===== config.mk =====
export PLATFORM = sky130hd
export DESIGN_NAME = dv_mem2reg
export DESIGN_NICKNAME = d
export VERILOG_FILES = /design/src/rtl/dv_pkg.sv /design/src/rtl/dv_byte_swap.sv /design/src/rtl/dv_rotate.sv /design/src/rtl/dv_lane_expand.sv /design/src/rtl/dv_merge.sv /design/src/rtl/dv_mem2reg.sv
export SDC_FILE = /design/constraint.sdc
export NUM_CORES = 1
export LEC_CHECK = 0
export BUFFER_PORTS_ARGS = -buffer_cell sky130_fd_sc_hd__buf_2
export CAP_MARGIN = 20
export CORE_AREA = 2 2 90 92
export DETAILED_ROUTE_END_ITERATION = 10
export DIE_AREA = 0 0 92 94
export PLACE_DENSITY = 0.79
export SYNTH_ARGS = -nofsm -noshare
export SYNTH_HDL_FRONTEND = slang
export SYNTH_SLANG_ARGS = --single-unit

===== constraint.sdc =====
create_clock -name clk_i -period 2.17 [get_ports clk_i]
set_input_delay 0.1085 -clock clk_i [delete_from_list [all_inputs] [get_ports clk_i]]
set_output_delay 0.1085 -clock clk_i [all_outputs]
set_load 0.05 [all_outputs]

===== src/rtl/dv_pkg.sv =====
package dv_pkg;
  typedef struct packed {
    logic       swz;
    logic [1:0] rot;
  } dv_ctl_t;
endpackage


===== src/rtl/dv_byte_swap.sv =====
module dv_byte_swap #(
  parameter int NB = 4
) (
  input  logic            swz_i,
  input  logic [8*NB-1:0] d_i,
  output logic [8*NB-1:0] d_o
);
  for (genvar b = 0; b < NB; b++) begin : g_byte
    assign d_o[8*b +: 8] = swz_i ? d_i[8*(NB-1-b) +: 8] : d_i[8*b +: 8];
  end
endmodule


===== src/rtl/dv_rotate.sv =====
module dv_rotate #(
  parameter int NB    = 4,
  localparam int RW   = (NB > 1) ? $clog2(NB) : 1
) (
  input  logic [RW-1:0]   rot_i,
  input  logic [8*NB-1:0] d_i,
  output logic [8*NB-1:0] d_o
);
  // NB is a power of two, so the index sum wraps by itself
  for (genvar b = 0; b < NB; b++) begin : g_byte
    logic [RW-1:0] src;
    assign src = RW'(b) + rot_i;
    assign d_o[8*b +: 8] = d_i[8*src +: 8];
  end
endmodule


===== src/rtl/dv_lane_expand.sv =====
module dv_lane_expand #(
  parameter int NB = 4
) (
  input  logic [NB-1:0]   lane_i,
  output logic [8*NB-1:0] bmask_o
);
  for (genvar b = 0; b < NB; b++) begin : g_byte
    assign bmask_o[8*b +: 8] = {8{lane_i[b]}};
  end
endmodule


===== src/rtl/dv_merge.sv =====
module dv_merge #(
  parameter int NB  = 4,
  localparam int DW = 8*NB,
  localparam int RW = (NB > 1) ? $clog2(NB) : 1
) (
  input  logic          clk_i,
  input  logic          rst_ni,
  input  logic          valid_i,
  input  logic          unal_i,
  input  logic          swz_i,
  input  logic [RW-1:0] rot_i,
  input  logic [DW-1:0] conv_i,
  input  logic [DW-1:0] bmask_i,
  output logic          pend_o,
  output logic          hswz_o,
  output logic [RW-1:0] hrot_o,
  output logic          valid_o,
  output logic [DW-1:0] data_o
);
  logic [DW-1:0] held_q, hmask_q;

  always_ff @(posedge clk_i or negedge rst_ni) begin
    if (!rst_ni) begin
      pend_o  <= 1'b0;
      hswz_o  <= 1'b0;
      hrot_o  <= '0;
      held_q  <= '0;
      hmask_q <= '0;
      valid_o <= 1'b0;
      data_o  <= '0;
    end else begin
      valid_o <= 1'b0;
      if (valid_i) begin
        if (pend_o) begin
          // second half fills only bytes the first half left empty
          data_o  <= held_q | (conv_i & bmask_i & ~hmask_q);
          valid_o <= 1'b1;
          pend_o  <= 1'b0;
        end else if (unal_i) begin
          held_q  <= conv_i & bmask_i;
          hmask_q <= bmask_i;
          hswz_o  <= swz_i;
          hrot_o  <= rot_i;
          pend_o  <= 1'b1;
        end else begin
          data_o  <= conv_i & bmask_i;
          valid_o <= 1'b1;
        end
      end
    end
  end
endmodule


===== src/rtl/dv_mem2reg.sv =====
module dv_mem2reg #(
  parameter int DATA_W  = 32,
  localparam int NB     = DATA_W / 8,
  localparam int ROT_W  = (NB > 1) ? $clog2(NB) : 1,
  localparam int LANE_W = 2 * NB
) (
  input  logic              clk_i,
  input  logic              rst_ni,
  input  logic              valid_i,
  input  logic [DATA_W-1:0] data_i,
  input  logic [ROT_W-1:0]  rot_i,
  input  logic              swz_i,
  input  logic              unal_i,
  input  logic [LANE_W-1:0] lanes_i,
  output logic              valid_o,
  output logic [DATA_W-1:0] data_o
);
  import dv_pkg::*;

  logic              pend, hswz;
  logic [ROT_W-1:0]  hrot;
  dv_ctl_t           eff;
  logic [DATA_W-1:0] swapped, rotated, bmask;

  // a pending first half owns the controls of the second
  always_comb begin
    eff     = '0;
    eff.swz = pend ? hswz : swz_i;
    eff.rot = 2'(pend ? hrot : rot_i);
  end

  dv_byte_swap #(.NB(NB)) i_swap (
    .swz_i (eff.swz),
    .d_i   (data_i),
    .d_o   (swapped)
  );

  dv_rotate #(.NB(NB)) i_rot (
    .rot_i (ROT_W'(eff.rot)),
    .d_i   (swapped),
    .d_o   (rotated)
  );

  dv_lane_expand #(.NB(NB)) i_lanes (
    .lane_i  (lanes_i[NB-1:0]),
    .bmask_o (bmask)
  );

  dv_merge #(.NB(NB)) i_merge (
    .clk_i   (clk_i),
    .rst_ni  (rst_ni),
    .valid_i (valid_i),
    .unal_i  (unal_i),
    .swz_i   (swz_i),
    .rot_i   (rot_i),
    .conv_i  (rotated),
    .bmask_i (bmask),
    .pend_o  (pend),
    .hswz_o  (hswz),
    .hrot_o  (hrot),
    .valid_o (valid_o),
    .data_o  (data_o)
  );
endmodule


==> flow_summary.json, run 1 <==
{
  "outcome": "completed",
  "yosys-top-cells-area": "dfrtp_1, mux2i_1, o31ai_1, a22oi_1, nand2_1",
  "fin_crit_sh": 0.9320,
  "arrival_ps": 2260,
  "wl_met2_um": 5553,
  "cts_buffers": 9,
  "drive_gt1_frac": 0.2203,
  "syn_avg_cell_area_sq_um": 9.100,
  "cp-start-kind": "flop",
  "dr_wl_met3_um": 906,
  "routedWlPerCell_um": 18.52,
  "die-area_sq_mm": 0.008648,
  "nets": 573,
  "p_leak_nw": 2.393,
  "initial_core_util": 0.5526,
  "grt_overflow": 0,
  "io_buffer_count": 75,
  "insertion_delay_ps": 360,
  "drtPass1Iterations": 5,
  "top_layer_used": "met4",
  "gp_congestion": 0.8250,
  "final.setup.tns_ps": 0,
  "yosys.area.top_type": "dfrtp_1",
  "hp-class": "primary input to flop",
  "ys_ff_latch": 73,
  "dr.first_iter.drc_count": 345,
  "fmax_mhz": 494.4,
  "syn2layout_area_growth_pct": 17.11,
  "cts_root_buf": "clkbuf_8",
  "die_h_um": 94,
  "ir_drop_uv": 557.0,
  "maxSlewViolCount": 0,
  "diodes": 0,
  "hold_viol": 0,
  "min_period_ps": 2023,
  "vias": 3988,
  "grt_pass1_wl_um": 19110,
  "worst_pin_slew_ps": 576.1,
  "grt_antenna_before_repair": 0,
  "cap_violations": 0,
  "drt-total-wl_um": 11720,
  "setup_viol": 0,
  "vias_per_cell": 6.300,
  "dp_cells": 616,
  "drc": 0,
  "wl_met1_um": 4951,
  "p_per_area_mw_per_mm2": 1000,
  "crit_fanout": 38,
  "die_w_um": 92,
  "utilization": 0.6472,
  "cts_buffer_depth": 2,
  "grt_pass1_vias": 3729,
  "ys_seq_area_frac": 0.4345,
  "core_sq_mm": 0.007607,
  "cts.clk_slew.worst_paths_ps": 80,
  "pre_cts_ws_ps": 84.93,
  "cp-end-kind": "flop",
  "skew_ps": 14.59,
  "slew_headroom": 0.6160,
  "rsz0062_at_grt": "false",
  "yosysUniqueCellTypes": 31,
  "ios": 80,
  "syn_nets": 509,
  "hpwl_um": 7810,
  "track_usage": 0.2852,
  "syn_area_sq_mm": 0.004204,
  "synth_warnings": 0,
  "critPathKind": "flop to flop",
  "grt_max_degree": 48,
  "ant_nets": 0,
  "rows": 32,
  "fin_cells": 633,
  "htreeDepth": 3,
  "r2r_setup_slack_ps": 150,
  "cts_tree": "yes",
  "setup_slack_ps": 147.5,
  "cts_sinks": 73,
  "worstPathRequired_ps": 2400,
  "synthCells": 462,
  "yosysTopAreaCellShare": 0.4345
}
-- report_power, final --
group | leakage, nW | switching (mW) | internal (mW) | total [mW]
clock network | 0.0889 | 0.542 | 0.533 | 1.08
registers | 0.930 | 0.193 | 1.69 | 1.88
logic | 1.37 | 1.37 | 0.594 | 1.97
total | 2.39 | 2.11 | 2.82 | 4.92
-- layer usage --
layer,global-route usage,vias up
met4,0.1256,0
met2,0.4498,191
met5,0,-
met3,0.04414,29
li1,-,1831
met1,0.3927,1937
-- logic make-up (layout without fill, tap and decap cells) --
group | count (synthesis) | in the layout | synth area share
AND/OR/NAND/NOR | 154 | 154 | 0.1783
multiplexers | 39 | 39 | 0.09494
buffers and inverters | 44 | 113 | 0.05000
AO/OA/AOI/OAI | 152 | 152 | 0.2423
flip-flops | 73 | 73 | 0.4345
-- flip-flops by register name (all words and copies together) (netlist names) --
register,flops
i_merge.data_o,32
i_merge.held_q,32
i_merge.hmask_q,4
i_merge.hrot_o,2
i_merge.hswz_o,1
i_merge.pend_o,1
i_merge.valid_o,1
-- critical path: stages, from the launching register on --
cell and delay [ps]:
dfrtp_2 470, mux2i_4 280, buf_12 280, mux2i_1 470, a22oi_1 170, nand3_1 130, o31ai_1 80
-- cell usage in the layout, fill, tap and decap left out, drive strengths merged, types with 3 or more instances in the layout --
cell and n:
nand3 23, buf 90, nand2 72, o31ai 40, dfrtp 73, clkbuf 10, clkinvlp 3, a22oi 36
o21ai 28, and3 32, nor2b 3, and2 20, inv 6, a221oi 4, mux2i 35, a21oi 36
mux2 4
-- cells in the mapped netlist --
master / instances
dfrtp_1: 73
nand2_1: 72
o31ai_1: 40
a21oi_1: 36
a22oi_1: 36
mux2i_1: 34
and3_1: 32
clkbuf_1: 31
nand3_1: 23
o21ai_0: 23
and2_1: 20
inv_1: 5
o21ai_1: 5
mux2_2: 4
a221oi_1: 3
buf_6: 3
nor2b_1: 3
a222oi_1: 2
buf_2: 2
nor2_1: 2
o211ai_1: 2
o32ai_2: 2
a221oi_2: 1
a2bb2o_1: 1
buf_12: 1
buf_4: 1
clkinv_1: 1
mux2i_2: 1
nand2b_1: 1
nand4_1: 1
o2bb2ai_1: 1
-- path summary, 6_finish.rpt --
path | startpoint | to | cells after the start
setup / recovery | i_merge.pend_o | i_merge.data_o[14] | 6
hold / removal | swz_i | i_merge.hswz_o | 2
setup reg to reg | i_merge.pend_o | i_merge.data_o[14] | 6
hold reg to reg | i_merge.held_q[12] | i_merge.held_q[12] | 2
max in group asynchronous | rst_ni | i_merge.pend_o | 3
min in group asynchronous | rst_ni | i_merge.data_o[4] | 2
-- metrics by stage --
stage | hold slack, ps | area (sq um) | total power [mW]
3_3_place_gp | 126.1 | 4718 | 3.811
6_report | 32.38 | 4923 | 4.924
2_1_floorplan | -187.1 | 4204 | 3.304
5_1_grt | 45.84 | 4923 | 5.179
4_1_cts | 35.72 | 4922 | 4.922
3_5_place_dp | 130.4 | 4718 | 3.861
-- area by class of cell --
| class | count | area [sq um] |
|---|---|---|
| fill | 645 | 2684 |
| multi-input combinational | 345 | 2191 |
| sequential | 73 | 1828 |
| timing repair buffer | 91 | 560.5 |
| clock buffer | 10 | 127.6 |
| tap | 102 | 127.6 |
| clock inverter | 6 | 66.31 |
| inverter | 6 | 22.52 |
-- timing repair --
| action | in CTS | in global routing |
|---|---|---|
| hold buffers | 1 | 0 |
| resized for setup | 0 | 1 |
| setup buffers | 0 | 0 |
| endpoints found under the hold margin | 23 | 0 |
| endpoints found under the setup margin | 0 | 34 |
(Power assumes the default switching activity.)
==> run 2: changes to the inputs <==
- CORE_AREA: 2 2 90 92 -> 2 2 104 106
- DIE_AREA: 0 0 92 94 -> 0 0 106 108
- SKIP_LAST_GASP: default -> 1
- SYNTH_HIERARCHICAL: default -> 1
==> run 2 against run 1 <==
  * The flow now finishes with violations (negative setup slack)
  * Critical path depth is the same
  * Count of clock-buffer cells in the layout is the same
  * Highest routed layer unchanged
  * Synthesized cell count grew 0.87%
  * Routed wire length up 7.8%
  * Largest cell class unchanged
  * Worst hold slack worse by 0.67 ps
  * Critical path type unchanged
==> flow_summary.json, run 2 <==
{
  "top_layer_used": "met4",
  "wl_met2_um": 6518,
  "r2r_end": "i_merge/data_o[17]",
  "ys_seq_area_frac": 0.4279,
  "syn2layout_area_growth_pct": 8.494,
  "syn_area_sq_mm": 0.005907,
  "ios": 80,
  "switching_share": 0.3864,
  "slew_headroom": 0.5554,
  "drc": 0,
  "synth-edff-count": 0,
  "seq_power_share": 0.410,
  "clkPwrFrac": 0.170,
  "setup_viol": 36,
  "r2r_start": "i_merge/pend_o",
  "r2r_setup_slack_ps": -250,
  "hold_viol": 0,
  "cap_violations": 0,
  "fin_cells": 652,
  "outcome": "finished with violations",
  "cts_root_buf": "clkbuf_8",
  "final.setup.tns_ps": -6288,
  "insertion_delay_ps": 370,
  "worstPathRequired_ps": 2420,
  "yosysMostFrequentCell": "dfrtp_1",
  "stdcell_area_sq_mm": 0.006409,
  "nets": 559,
  "maxSlewViolCount": 0,
  "grt_antenna_before_repair": 0,
  "cts.clk_slew.worst_paths_ps": 90,
  "endpoint": "i_merge/data_o[17]",
  "mostFrequentLayoutCells": "dfrtp_1, nand2_1, buf_2, mux2_2, o21ai_0",
  "core_sq_mm": 0.01023,
  "pre_cts_ws_ps": -230.0,
  "p_per_area_mw_per_mm2": 987.3,
  "drtPass1Iterations": 4,
  "diodes": 0,
  "skew_ps": 10.95,
  "wl_met1_um": 5162,
  "synth_common_cells": "dfrtp_1, nand2_1, mux2_2, buf_4, o21ai_0",
  "grt_overflow": 0,
  "die-area_sq_mm": 0.01145,
  "vias": 3914,
  "hpwl_um": 8813,
  "syn_avg_cell_area_sq_um": 12.68,
  "ant_nets": 0,
  "yosys-top-cells-area": "dfrtp_1, mux2_2, mux4_2, mux2_4, nand2_1",
  "yosys.area.top_type": "dfrtp_1",
  "violations": "negative setup slack",
  "async_reset_ff_frac": 1.000,
  "reg.largest.list": "i_merge/data_o (32), i_merge/held_q (32), i_merge/hmask_q (32)",
  "dr.first_iter.drc_count": 227,
  "cp-end-kind": "flop",
  "routedWlPerCell_um": 19.38,
  "grt_pass1_vias": 3880,
  "dr_wl_met3_um": 680,
  "cp-start-kind": "flop",
  "vias_per_cell": 6.003,
  "synth_warnings": 6,
  "hold_ws_ps": 31.71,
  "drt-total-wl_um": 12640,
  "critPathKind": "flop to flop",
  "p_comb_frac": 0.419,
  "die_h_um": 108,
  "arrival_ps": 2670,
  "min_period_ps": 2415,
  "yosysUniqueCellTypes": 16,
  "track_usage": 0.2349,
  "fmax_mhz": 414.1,
  "grt_pass1_wl_um": 20400,
  "power.switching_mw": 2.445,
  "cts_buffer_depth": 2,
  "io_buffer_count": 75,
  "ir_drop_uv": 538.0,
  "worst_pin_slew_ps": 666.9,
  "cts_sinks": 101,
  "yosysTopAreaCellShare": 0.4279,
  "crit_path_start": "i_merge/pend_o",
  "rows": 37,
  "final_common_cell": "dfrtp_1",
  "dp_cells": 628,
  "gp_congestion": 0.8304,
  "p_leak_nw": 2.900,
  "htreeDepth": 3,
  "syn_nets": 513,
  "crit_fanout": 20,
  "synth_ff_type": "dfrtp_1",
  "cts_buffers": 9,
  "intPower_mw": 3.882,
  "placed_area_sq_mm": 0.006163,
  "grt_max_degree": 71,
  "initial_core_util": 0.5774,
  "rsz0062_at_grt": "true",
  "synthCells": 466,
  "setup_slack_ps": -245.1,
  "cts_tree": "yes",
  "drive_gt1_frac": 0.4806,
  "fin_crit_sh": 1.113,
  "fillers": 792,
  "die_w_um": 106,
  "hp-class": "primary input to flop",
  "reg2regPathDepth": 6,
  "ys_ff_latch": 101
}
==> run 2: worst min-delay path by stage <==
stage | slack (ps) | cells past startpoint | startpoint | endpoint
detailed placement | 180 | 1 | rst_ni | i_merge/valid_o
CTS | 10 | 2 | rot_i[0] | i_merge/hrot_o[0]
global placement | 180 | 1 | rst_ni | i_merge/valid_o
floorplan | -190 | 0 | rst_ni | i_merge/data_o[0]
finish | 30 | 2 | rot_i[0] | i_merge/hrot_o[0]
global route | 4 | 2 | rot_i[0] | i_merge/hrot_o[0]
==> run 2: routing by layer <==
layer / GRT usage / vias to the layer above
li1: - / 1762
met1: 0.3024 / 2010
met2: 0.3972 / 124
met3: 0.04039 / 18
met4: 0.09962 / 0
met5: 0 / -
==> run 2: critical path, stage by stage (launching register included) <==
cell,delay [ps]
dfrtp_2,420
mux2_4,340
buf_12,180
mux2_4,320
mux4_2,530
a32o_1,250
mux2_2,250
==> run 2: timing repair <==
item                       4_1_cts  5_1_grt
hold endpoints to repair        49        0
setup endpoints to repair       32       33
buffers inserted                 1        5
hold buffers                     3        0
resized for setup                0        2
==> run 2: power groups by stage <==
stage          Clock (mW)  Combinational [mW]  Sequential, mW
6_report             1.08                2.65            2.60
5_1_grt              1.18                2.83            2.65
4_1_cts              1.12                2.62            2.60
3_5_place_dp            0                2.60            2.64
3_3_place_gp            0                2.53            2.61
2_1_floorplan           0                1.43            3.23
==> run 2: metrics by stage <==
stage	power, mW	util
finish	6.327	0.6264
CTS	6.335	0.6222
detailed placement	5.238	0.6024
global placement	5.134	0.6024
global route	6.660	0.6264
floorplan	4.654	-
==> run 2: area by class of cell <==
class                   instances  area (sq um)  area share
clock buffers                  10         127.6     0.01991
inverters                       3         11.26    0.001757
multi-input cells             297          2856      0.4457
repair buffers                100         676.9      0.1056
flip-flops and latches        101          2529      0.3946
clock inverters                 5         37.54    0.005857
well taps                     136         170.2     0.02655
==> run 2: logic make-up after synthesis <==
family                 count (synthesis)  synth area share
AO/OA/AOI/OAI                         66           0.08367
multiplexers                         134            0.3362
AND/OR/NAND/NOR                       97           0.06228
buffers and inverters                 68           0.09002
flip-flops                           101            0.4279
==> run 3: changes to the inputs <==
==> constraint.sdc (replaced) <==
create_clock -name clk_i -period 2.17 [get_ports clk_i]
set_input_delay 0.3255 -clock clk_i [delete_from_list [all_inputs] [get_ports clk_i]]
set_output_delay 0.3255 -clock clk_i [all_outputs]
set_load 0.05 [all_outputs]
==> run 3 against run 2 <==
  * Sequential cell count stayed put
  * Design area is 1.8% higher
  * Count of clock-buffer cells in the layout is 1 lower
  * First-iteration DRC count is 15% higher
  * Critical path depth stayed put
  * Routed wire length is 4.9% lower
  * Worst hold slack better by 200 ps
  * Non-clock buffer count is 6 higher
  * Final cell count is 1.1% higher
  * The run still ends with negative setup slack left
  * Register-to-register slack worse by 30 ps
==> flow_summary.json, run 3 (same netlist as run 2, synthesis figures left out) <==
{
  "outcome": "finished with violations",
  "violations": "negative setup slack",
  "arrival_ps": 2700,
  "drtPass1Iterations": 5,
  "p_per_area_mw_per_mm2": 983.0,
  "r2r_start": "i_merge/pend_o",
  "cap_violations": 0,
  "dp_cells": 635,
  "worst_pin_slew_ps": 585.1,
  "hold_viol": 0,
  "top_layer_used": "met4",
  "min_period_ps": 2449,
  "ant_nets": 0,
  "wl_met2_um": 6000,
  "drt-total-wl_um": 12020,
  "min_path_cells": 2,
  "cp-start-kind": "flop",
  "ios": 80,
  "grt_pass1_wl_um": 19640,
  "die_w_um": 106,
  "htreeDepth": 3,
  "nets": 565,
  "critPathKind": "flop to flop",
  "cp-end-kind": "flop",
  "mostFrequentLayoutCells": "dfrtp_1, nand2_1, buf_2, mux2_2, o21ai_0",
  "die_h_um": 108,
  "grt_antenna_before_repair": 0,
  "r2r_setup_slack_ps": -280,
  "grt_overflow": 0,
  "maxSlewViolCount": 0,
  "wl_met1_um": 5092,
  "reg2regPathDepth": 6,
  "initial_core_util": 0.5774,
  "drive_gt1_frac": 0.4914,
  "setup_viol": 47,
  "cts_buffers": 9,
  "setup_slack_ps": -279.2,
  "io_buffer_count": 75,
  "r2r_end": "i_merge/data_o[12]",
  "reg.largest.list": "i_merge/data_o (32), i_merge/held_q (32), i_merge/hmask_q (32)",
  "fin_crit_sh": 1.129,
  "slew_headroom": 0.6099,
  "worstPathRequired_ps": 2420,
  "dr_wl_met3_um": 614,
  "syn2layout_area_growth_pct": 10.46,
  "utilization": 0.6378,
  "pre_cts_ws_ps": -258.8,
  "gp_congestion": 0.7668,
  "routedWlPerCell_um": 18.25,
  "rows": 37,
  "insertion_delay_ps": 360,
  "fin_cells": 659,
  "ir_drop_uv": 494.2,
  "cts_root_buf": "clkbuf_8",
  "vias_per_cell": 5.983,
  "hpwl_um": 8601,
  "hp-start": "rot_i[1]",
  "hp-class": "primary input to flop",
  "core_sq_mm": 0.01023,
  "crit_fanout": 16,
  "vias": 3943,
  "cts.clk_slew.worst_paths_ps": 100,
  "dr.first_iter.drc_count": 262,
  "rsz0062_at_grt": "true",
  "diodes": 0,
  "die-area_sq_mm": 0.01145,
  "grt_pass1_vias": 3793,
  "cts_buffer_depth": 2,
  "track_usage": 0.2215,
  "whs_endpoint": "i_merge/hrot_o[1]",
  "fmax_mhz": 408.3,
  "grt_max_degree": 56,
  "drc": 0,
  "final_common_cell": "dfrtp_1",
  "cts_tree": "yes",
  "p_leak_nw": 2.953,
  "cts_sinks": 101,
  "skew_ps": 7.710
}
run 3: cell count changes in the layout (fill, tap and decap cells not counted):
cell           before  now
clkbuf_1            1    0
a32o_2              1    0
clkinv_4            1    2
buf_12              8   13
clkinv_2            1    0
buf_6               1    0
dlygate4sd3_1       3    1
inv_8               0    1
buf_4              14   18
a32o_1             31   32
clkinvlp_4          2    3
run 3: routing by layer:
| metal | track usage | vias to the layer above |
|---|---|---|
| li1 | - | 1780 |
| met1 | 0.3065 | 2009 |
| met2 | 0.3608 | 133 |
| met3 | 0.02411 | 21 |
| met4 | 0.09398 | 0 |
| met5 | 0 | - |
run 3: worst max path at each step:
stage	start	depth (start not counted)	slack (ps)	endpoint
after floorplan	i_merge/pend_o	7	-210	i_merge/data_o[0]
after global placement	swz_i	7	-210	i_merge/data_o[23]
after detailed placement	swz_i	7	-260	i_merge/data_o[12]
after CTS	i_merge/pend_o	6	-270	i_merge/data_o[12]
after global routing	i_merge/pend_o	6	-310	i_merge/data_o[12]
final	i_merge/pend_o	6	-280	i_merge/data_o[12]
run 3: area by class of cell:
class / count / area (sq um)
Inverter: 3 / 11.26
Clock inverter: 7 / 60.06
Timing Repair Buffer: 106 / 775.7
Sequential cell: 101 / 2529
Multi-Input combinational cell: 297 / 2855
Tap cell: 136 / 170.2
Clock buffer: 9 / 123.9
Fill cell: 787 / 3706
run 3: power by group:
part	leakage (nW)	internal [mW]	switching, mW
sequential	1.27	2.34	0.244
combinational	1.60	1.16	1.54
clock	0.0840	0.433	0.699
run 3: repair_timing:
action	in CTS	in global routing
endpoints found under the hold margin	21	0
hold buffers	1	0
resized for setup	0	0
buffers inserted	4	3
endpoints found under the setup margin	32	68
run 3: worst max-delay path, stage by stage, from the launching register on:
cell	delay [ps]
dfrtp_2	430
mux2_4	350
buf_12	170
mux2_4	320
mux4_2	540
a32o_1	250
mux2_2	260
run 3: per-stage QoR:
step / instance area, sq um / hold WS (ps) / TNS (ps) / power (mW)
2_1_floorplan: 5908 / 29.91 / -6617 / 4.654
3_3_place_gp: 6279 / 245.2 / -5958 / 5.153
3_5_place_dp: 6279 / 252.5 / -6301 / 5.268
4_1_cts: 6502 / 214.8 / -6743 / 6.428
5_1_grt: 6525 / 228.4 / -11460 / 6.750
6_report: 6525 / 228.5 / -7438 / 6.414
